<file path="config.mk">
export PLATFORM = sky130hd
export DESIGN_NAME = hzd_ctrl
export DESIGN_NICKNAME = d
export VERILOG_FILES = /design/src/rtl/hzd_pkg.sv /design/src/rtl/hzd_prio_pick.sv /design/src/rtl/hzd_stall_ctl.sv /design/src/rtl/hzd_vld_pipe.sv /design/src/rtl/hzd_ctrl.sv
export SDC_FILE = /design/constraint.sdc
export NUM_CORES = 1
export LEC_CHECK = 0
export BUFFER_PORTS_ARGS = -buffer_cell sky130_fd_sc_hd__buf_2
export CAP_MARGIN = 20
export CORE_MARGIN = 2
export CORE_UTILIZATION = 46
export CTS_CLUSTER_DIAMETER = 40
export DETAILED_ROUTE_END_ITERATION = 8
export PLACE_DENSITY = 0.95
export SLEW_MARGIN = 10
export SYNTH_ARGS = -nofsm -noshare
export SYNTH_HDL_FRONTEND = slang
export SYNTH_SLANG_ARGS = --single-unit
</file>
<file path="constraint.sdc">
create_clock -name clk -period 2.6 [get_ports clk]
set_clock_uncertainty 0.1 [all_clocks]
set_input_delay 0.39 -clock clk [delete_from_list [all_inputs] [get_ports clk]]
set_output_delay 0.39 -clock clk [all_outputs]
set_load 0.02 [all_outputs]
</file>
<file path="src/rtl/hzd_pkg.sv">
package hzd_pkg;
  localparam int unsigned NPORT = 2;             // write ports per instruction
  localparam int unsigned NSRCSTG = 3;           // memory, writeback, sixth stage
  localparam int unsigned NCAND = NPORT * NSRCSTG;
  localparam int unsigned SELW = $clog2(NCAND + 1);
  localparam int unsigned FSELW = $clog2(NSRCSTG + 1);
  localparam int unsigned NVLD = 5;              // decode .. sixth stage

  typedef enum logic [2:0] {
    V_ID = 3'd0,
    V_EX = 3'd1,
    V_MEM = 3'd2,
    V_WB = 3'd3,
    V_S6 = 3'd4
  } vld_idx_e;
endpackage

</file>
<file path="src/rtl/hzd_prio_pick.sv">
module hzd_prio_pick #(
  parameter int unsigned N = 6,
  parameter int unsigned OW = 3
) (
  input  logic [N-1:0]  hit_i,
  output logic [OW-1:0] sel_o
);
  // lowest index is highest priority; result is index + 1, zero when none
  always_comb begin
    sel_o = '0;
    for (int i = N - 1; i >= 0; i--) begin
      if (hit_i[i]) sel_o = OW'(i + 1);
    end
  end
endmodule

</file>
<file path="src/rtl/hzd_stall_ctl.sv">
module hzd_stall_ctl #(
  parameter int unsigned RW = 5,
  parameter bit HAS_ZERO = 1'b1,
  parameter logic [RW-1:0] ZREG = '1
) (
  input  logic          id_v_i,
  input  logic          ex_v_i,
  input  logic [RW-1:0] id_src_a_i,
  input  logic [RW-1:0] id_src_b_i,
  input  logic [RW-1:0] ex_dst_i,
  input  logic          ex_we_i,
  input  logic          ex_load_i,
  input  logic          br_taken_i,
  output logic          stall_o,
  output logic          flush_o
);
  logic dst_real;
  logic dep_hit;
  logic load_use;

  always_comb begin
    dst_real = !(HAS_ZERO && (ex_dst_i == ZREG));
    dep_hit  = (ex_dst_i == id_src_a_i) || (ex_dst_i == id_src_b_i);
    load_use = id_v_i && ex_v_i && ex_load_i && ex_we_i && dst_real && dep_hit;
    flush_o  = ex_v_i && br_taken_i;
    // the stalled decode instruction is wrong-path when a flush is present
    stall_o  = load_use && !flush_o;
  end
endmodule

</file>
<file path="src/rtl/hzd_vld_pipe.sv">
module hzd_vld_pipe
  import hzd_pkg::*;
#(
  parameter bit SIX_STAGE = 1'b1
) (
  input  logic            clk,
  input  logic            rst_n,
  input  logic            fe_vld_i,
  input  logic            stall_i,
  input  logic            flush_i,
  output logic [NVLD-1:0] vld_o
);
  logic [NVLD-1:0] vld_q;
  logic [NVLD-1:0] vld_d;

  always_comb begin
    vld_d = '0;
    if (flush_i) begin
      vld_d[V_ID] = 1'b0;
      vld_d[V_EX] = 1'b0;
    end else if (stall_i) begin
      vld_d[V_ID] = vld_q[V_ID];
      vld_d[V_EX] = 1'b0;
    end else begin
      vld_d[V_ID] = fe_vld_i;
      vld_d[V_EX] = vld_q[V_ID];
    end
    vld_d[V_MEM] = vld_q[V_EX];
    vld_d[V_WB]  = vld_q[V_MEM];
  end

  generate
    if (SIX_STAGE) begin : g_six
      always_comb vld_d_s6 = vld_q[V_WB];
    end else begin : g_five
      always_comb vld_d_s6 = 1'b0;
    end
  endgenerate

  logic vld_d_s6;

  always_ff @(posedge clk or negedge rst_n) begin
    if (!rst_n) begin
      vld_q <= '0;
    end else begin
      vld_q <= {vld_d_s6, vld_d[NVLD-2:0]};
    end
  end

  assign vld_o = vld_q;

  a_r8_flush_clears: assert property (@(posedge clk) disable iff (!rst_n)
    flush_i |=> (!vld_q[V_ID] && !vld_q[V_EX]));

  a_r7_stall_holds: assert property (@(posedge clk) disable iff (!rst_n)
    (stall_i && !flush_i) |=> (!vld_q[V_EX] && (vld_q[V_ID] == $past(vld_q[V_ID]))));

  a_r11_ex_to_mem: assert property (@(posedge clk) disable iff (!rst_n)
    vld_q[V_EX] |=> vld_q[V_MEM]);
endmodule

</file>
<file path="src/rtl/hzd_ctrl.sv">
module hzd_ctrl
  import hzd_pkg::*;
#(
  parameter int unsigned RW = 5,
  parameter bit SIX_STAGE = 1'b1,
  parameter bit HAS_ZERO = 1'b1,
  parameter logic [RW-1:0] ZREG = '1
) (
  input  logic                     clk,
  input  logic                     rst_n,
  input  logic                     fe_vld_i,
  input  logic                     br_taken_i,
  input  logic [RW-1:0]            id_src_a_i,
  input  logic [RW-1:0]            id_src_b_i,
  input  logic [RW-1:0]            ex_src_a_i,
  input  logic [RW-1:0]            ex_src_b_i,
  input  logic                     ex_flag_use_i,
  input  logic [RW-1:0]            ex_dst_i,
  input  logic                     ex_we_i,
  input  logic                     ex_load_i,
  input  logic [NPORT-1:0][RW-1:0] mem_dst_i,
  input  logic [NPORT-1:0]         mem_we_i,
  input  logic                     mem_fset_i,
  input  logic [NPORT-1:0][RW-1:0] wb_dst_i,
  input  logic [NPORT-1:0]         wb_we_i,
  input  logic                     wb_fset_i,
  input  logic [NPORT-1:0][RW-1:0] s6_dst_i,
  input  logic [NPORT-1:0]         s6_we_i,
  input  logic                     s6_fset_i,
  output logic [SELW-1:0]          fwd_a_o,
  output logic [SELW-1:0]          fwd_b_o,
  output logic [FSELW-1:0]         fwd_f_o,
  output logic                     stall_fe_o,
  output logic                     stall_id_o,
  output logic                     bubble_ex_o,
  output logic                     flush_o,
  output logic [NVLD-1:0]          stg_vld_o
);
  logic [NVLD-1:0]  vld;
  logic             stall;
  logic             flush;
  logic [NSRCSTG-1:0]                    src_v;
  logic [NSRCSTG-1:0]                    src_fs;
  logic [NSRCSTG-1:0][NPORT-1:0][RW-1:0] src_dst;
  logic [NSRCSTG-1:0][NPORT-1:0]         src_we;
  logic [NCAND-1:0]   hit_a;
  logic [NCAND-1:0]   hit_b;
  logic [NSRCSTG-1:0] hit_f;
  logic               a_live;
  logic               b_live;

  hzd_vld_pipe #(.SIX_STAGE(SIX_STAGE)) u_vld (
    .clk     (clk),
    .rst_n   (rst_n),
    .fe_vld_i(fe_vld_i),
    .stall_i (stall),
    .flush_i (flush),
    .vld_o   (vld)
  );

  hzd_stall_ctl #(.RW(RW), .HAS_ZERO(HAS_ZERO), .ZREG(ZREG)) u_stall (
    .id_v_i    (vld[V_ID]),
    .ex_v_i    (vld[V_EX]),
    .id_src_a_i(id_src_a_i),
    .id_src_b_i(id_src_b_i),
    .ex_dst_i  (ex_dst_i),
    .ex_we_i   (ex_we_i),
    .ex_load_i (ex_load_i),
    .br_taken_i(br_taken_i),
    .stall_o   (stall),
    .flush_o   (flush)
  );

  // source stages ordered youngest first
  always_comb begin
    src_v   = {vld[V_S6], vld[V_WB], vld[V_MEM]};
    src_fs  = {s6_fset_i, wb_fset_i, mem_fset_i};
    src_dst = {s6_dst_i, wb_dst_i, mem_dst_i};
    src_we  = {s6_we_i, wb_we_i, mem_we_i};
    a_live  = !(HAS_ZERO && (ex_src_a_i == ZREG));
    b_live  = !(HAS_ZERO && (ex_src_b_i == ZREG));
  end

  generate
    for (genvar s = 0; s < NSRCSTG; s++) begin : g_stg
      for (genvar p = 0; p < NPORT; p++) begin : g_port
        localparam int unsigned IDX = s * NPORT + p;
        always_comb begin
          hit_a[IDX] = a_live && src_v[s] && src_we[s][p] && (src_dst[s][p] == ex_src_a_i);
          hit_b[IDX] = b_live && src_v[s] && src_we[s][p] && (src_dst[s][p] == ex_src_b_i);
        end
      end
      always_comb hit_f[s] = ex_flag_use_i && src_v[s] && src_fs[s];
    end
  endgenerate

  hzd_prio_pick #(.N(NCAND), .OW(SELW)) u_pick_a (.hit_i(hit_a), .sel_o(fwd_a_o));
  hzd_prio_pick #(.N(NCAND), .OW(SELW)) u_pick_b (.hit_i(hit_b), .sel_o(fwd_b_o));
  hzd_prio_pick #(.N(NSRCSTG), .OW(FSELW)) u_pick_f (.hit_i(hit_f), .sel_o(fwd_f_o));

  assign stall_fe_o  = stall;
  assign stall_id_o  = stall;
  assign bubble_ex_o = stall;
  assign flush_o     = flush;
  assign stg_vld_o   = vld;

  a_r4_zero_src: assert property (@(posedge clk) disable iff (!rst_n)
    (HAS_ZERO && (ex_src_a_i == ZREG)) |-> (fwd_a_o == '0));

  a_r3_mem_live: assert property (@(posedge clk) disable iff (!rst_n)
    ((fwd_a_o == SELW'(1)) || (fwd_a_o == SELW'(2))) |-> stg_vld_o[V_MEM]);

  a_r9_flush_wins: assert property (@(posedge clk) disable iff (!rst_n)
    flush_o |-> (!stall_id_o && !bubble_ex_o));

  a_r6_bubble_src: assert property (@(posedge clk) disable iff (!rst_n)
    bubble_ex_o |-> (ex_load_i && stg_vld_o[V_EX] && stg_vld_o[V_ID]));
endmodule

</file>
Word level (Yosys, flattened, before mapping)
Cells that the tools add are included.
{"block": "word_totals", "word_cells": 85, "inputBits": 71, "ff_bits": 5, "output_inout_bits": 17}
{"block": "op_classes", "n_eq_ne": 18, "reduce_logical": 48, "muxes": 17}
{"cell": "$eq 5x5->1", "n": 14}
{"cell": "$logic_and 1x1->1", "n": 43}
{"cell": "$mux 3", "n": 12}
{"cell": "$eq 5x5->1 const B", "n": 3}
{"cell": "$mux 2", "n": 5}
{"cell": "$logic_not 1->1", "n": 4}
{"cell": "$ne 2x1->1 const B", "n": 1}
{"cell": "$logic_or 1x1->1", "n": 1}

Logic depth before layout (Yosys ltp)
{"block": "logic_depth", "word_depth": 11, "ltp_mapped": 6}

By module
Synthesis repeated with hierarchy kept, for this count alone.
{"block": "hier_totals", "cells_unflattened": 167, "area_unflattened_um2": 1322.5}
{"module": "hzd_ctrl", "seq_area_each_um2": 0.0, "instances": 1, "cells_each": 116, "area_per_inst_um2": 902.1}
{"module": "hzd_vld_pipe", "seq_area_each_um2": 125.1, "instances": 1, "cells_each": 10, "area_per_inst_um2": 161.4}
{"module": "hzd_stall_ctl", "seq_area_each_um2": 0.0, "instances": 1, "cells_each": 21, "area_per_inst_um2": 142.6}
{"module": "hzd_prio_pick (u_pick_a ...)", "seq_area_each_um2": 0.0, "instances": 2, "cells_each": 8, "area_per_inst_um2": 48.8}
{"module": "hzd_prio_pick (u_pick_f)", "seq_area_each_um2": 0.0, "instances": 1, "cells_each": 4, "area_per_inst_um2": 18.8}

Worst setup path before layout
Ideal clock, no wire load.
{"block": "synth_path", "kind": "input to output", "start": "input ex_src_b_i[0]", "end": "output fwd_b_o[2]", "slack_ns": 0.330, "required_time_ns": 2.110, "t_arrival_ns": 1.780, "stages": 5, "path_buffers": 1, "cell_sequence": "buf_4 > and3_4 > and3_4 > or4_4 > a31oi_1"}
{"block": "synth_via", "elab_chain_len": 11}
{"item": "start: declaration", "line_no": "hzd_ctrl.sv:16", "source": "input logic [RW-1:0] ex_src_b_i,"}
{"item": "$eq 5x5->1", "line_no": "hzd_ctrl.sv:81", "source": "b_live = !(HAS_ZERO && (ex_src_b_i == ZREG));"}
{"item": "$logic_not 1->1", "line_no": "hzd_ctrl.sv:81"}
{"item": "$logic_and 1x1->1 (3 in series)", "line_no": "hzd_ctrl.sv:90", "source": "hit_b[IDX] = b_live && src_v[s] && src_we[s][p] && (src_dst[s][p] == ex_src_b_i);"}
{"item": "$mux 3 (5 in series)", "line_no": "hzd_prio_pick.sv:12", "source": "if (hit_i[i]) sel_o = OW'(i + 1);"}
{"item": "$mux 3 *", "line_no": "hzd_prio_pick.sv:12"}
{"item": "end: declaration", "line_no": "hzd_ctrl.sv:31", "source": "output logic [SELW-1:0] fwd_b_o,"}
Every way passes the cells marked *; elsewhere a longest branch is shown, timed or not.

Final worst setup path
{"block": "layout_path", "start": "input ex_src_b_i[2]", "end": "output fwd_b_o[1]"}
Same word-level chain as after synthesis.

==> results.md <==
- Status: finished clean
- Period utilisation layout: 90.6%
- Startpoint types: input pin
- CTS max path bufs: 2
- Post-synthesis compound-gate area fraction: ~13%
- Synth warn: 0
- Mapped Nets: between 200 and 250
- First-pass detailed-route iteration total: 4
- LEAKAGE: 0.795 nW
- Post-DR wirelength/cell: roughly 13 um
- Largest net degree at the start of global routing: 11
- Tmin final: 2360 ps
- Synth Area in Adders: 0%
- Core region area: between 2000 and 3000 sq um
- Worst path required time: ~2100 ps
- Largest family of logic cells by synthesized area: XOR/XNOR gates
- Clk slew on worst S/H paths: ~40 ps
- Layout fillers: 256
- CP Capture Type: output port
- Critical Path AT: 1870 ps
- Share of post-route cells with drive strength above 1: 39.6%
- DRT antenna net count: 0
- WL final: between 3000 and 4000 um
- Initial antenna violation count: 0
- Setup violations, final: 0
- Vias in the first global route: 1372
- Least-Margin Pin Slew: roughly 530 ps
- Post-Syn Area: ~1300 sq um
- Ys flop type: dfrtp_1
- Clock Latency Late Sink: ~240 ps
- Gr ovfl total: 0
- Row count: 19
- Antenna Cells: 0
- Initial DRC count: 79
- CP Max Fanout: 7
- Area Overhead vs Synth: 32.8%
- Worst relative slew slack: 64.1%
- Post-synth ARST share: 100%
- DIE AREA: around 3300 sq um
- Yosys top cell area share: around 32%
- P_int: between 0.0002 and 0.0003 W
- Clk pwr share: slightly above 20%
- Hold Path Class: input pin to flop
- Placed Area: 1680 sq um
- CTS Buf Count: 3
- Mapped Cells: around 170
- Switching power: approximately 0.00017 W
- Starting Density: 47.7%
- Flop pwr share: about a fifth
- H-Tree Depth: 1
- Syn Area/Cell: around 7.6 sq um
- Yosys top cell by area: xnor2_1
- Root buffer cell: clkbuf_4
- IO Port Bufs: between 80 and 90
- Final setup TNS: 0 ps
- Synth Area in XOR/XNOR: a little over two fifths
- Unrepaired setup endpoints after global routing: false
- Finished Core Util: approximately 63%
- Die Width: approximately 57 um
- Post-synthesis cell type count: 35
- Max VDD drop: 0.210 mV
- Mux cell area share after synthesis: 0%
- Post-synthesis simple-gate area fraction: 25.5%
- CTS tree: built
- Top-count cell post-synth: xnor2_1
- First-pass GRT wire length: 6110 um
- Die height: 57.2 um
- Synth Register Bits: 5
- Kind of critical path: input pin to output port
- GRT Overall Usage: 23.3%
- Post-route cell area: ~1700 sq um
- Clk sinks: 5
- Final Hold Viols: 0
- DR vias: around 1.5k
- Part of the Yosys area used for sequential elements: 9.60%
- Combinational fraction of design power: 58.8%
- Final slew viol count: 0
- Ports: around 90
- Vias per std cell: 5.45
- Sw frac: slightly below 40%
- Maximum operating frequency: ~420 MHz
- DP HPWL: around 3100 um
- Max-cap violations: 0
- Top cells by count, synth: xnor2_1, nand2_1, xor2_1
- Synth top area cells: xnor2_1, dfrtp_1, xor2_1, nand4_1, nand2_1
- GPL Wtd Cong: around 0.94
- Largest register FFs: 5
- Power density over the cells: roughly 260 nW/um^2
- Post-synth EDFFs: 0
- Nets@finish: 322
- # DRC: 0
- Post-CTS Setup Inserts: 0
## cells by family (layout without fill, tap and decap cells)
family | count (synthesis) | in the layout
XOR/XNOR | 62 | 62
AND/OR/NAND/NOR | 59 | 59
buffers and inverters | 24 | 102
AO/OA/AOI/OAI | 22 | 22
flip-flops | 5 | 5
## final cells by class
class	count	area (sq um)	share of cell area [%]
inverter	9	33.8	1.95
multi-input combinational	143	1050	60.9
clock buffer	4	26.3	1.52
sequential	5	125	7.23
timing repair buffer	89	453	26.2
tap	31	38.8	2.24
## final timing paths
kind / startpoint / endpoint / slack [ps] / cells after the start
max in group asynchronous: rst_n / u_vld.vld_o[3] / 1880 / 2
setup reg to reg: u_vld.vld_o[1] / u_vld.vld_o[1] / 1430 / 4
setup / recovery: ex_src_b_i[2] / fwd_b_o[1] / 240 / 7
hold / removal: fe_vld_i / u_vld.vld_o[0] / 280 / 3
min in group asynchronous: rst_n / u_vld.vld_o[1] / 390 / 2
hold reg to reg: u_vld.vld_o[1] / u_vld.vld_o[2] / 320 / 0
## critical path, stage by stage
cell and delay, ps:
buf_2 170, and3_4 200, and3_4 200, or4_4 540, nor2_2 90, o2bb2ai_1 100
buf_2 170
## per-layer routing
layer	vias up	wire (um)	track usage [%]
met5	-	0	0
met4	0	79	10.6
met3	11	305	4.08
met2	79	1830	37.6
met1	694	1570	30.4
li1	747	-	-
## cell usage in the layout, fill, tap and decap left out, types with 2 or more instances in the layout
cell	n
buf_2	87
xnor2_1	48
nand2_1	14
xor2_1	14
nand4_1	9
inv_1	9
nand3_1	7
nor2_1	5
nor3_1	5
dfrtp_1	5
nor4_1	4
a21oi_1	4
nor4_2	3
a221o_1	3
o221ai_1	3
a31oi_1	3
clkbuf_4	3
o21bai_1	2
and3_4	2
a21boi_0	2
and3_1	2
## stage by stage
| step | total power (W) | std cells | hold WS, ps | worst slack, ps |
|---|---|---|---|---|
| after floorplan | 0.000255 | 172 | -5.59 | 330 |
| after global placement | 0.000342 | 276 | 103 | 176 |
| after detailed placement | 0.000348 | 276 | 106 | 133 |
| after CTS | 0.000441 | 281 | 275 | 127 |
| after global routing | 0.000475 | 281 | 273 | 148 |
| final | 0.000443 | 281 | 276 | 243 |
## what timing repair did
action | in CTS | in global routing
gates resized for setup | 0 | 2
setup endpoints to repair | 0 | 3
hold endpoints to repair | 5 | 0
hold buffers | 1 | 0
## power groups by stage
| stage | clock (W) | combinational, W | sequential, W |
|---|---|---|---|
| 3_3_place_gp | 0 | 0.000250 | 0.0000929 |
| 4_1_cts | 0.0000916 | 0.000257 | 0.0000916 |
| 3_5_place_dp | 0 | 0.000255 | 0.0000927 |
| 5_1_grt | 0.000100 | 0.000283 | 0.0000925 |
| 6_report | 0.0000906 | 0.000260 | 0.0000916 |
| 2_1_floorplan | 0 | 0.000160 | 0.0000949 |
Note: power is estimated with default switching activity, not from simulation.
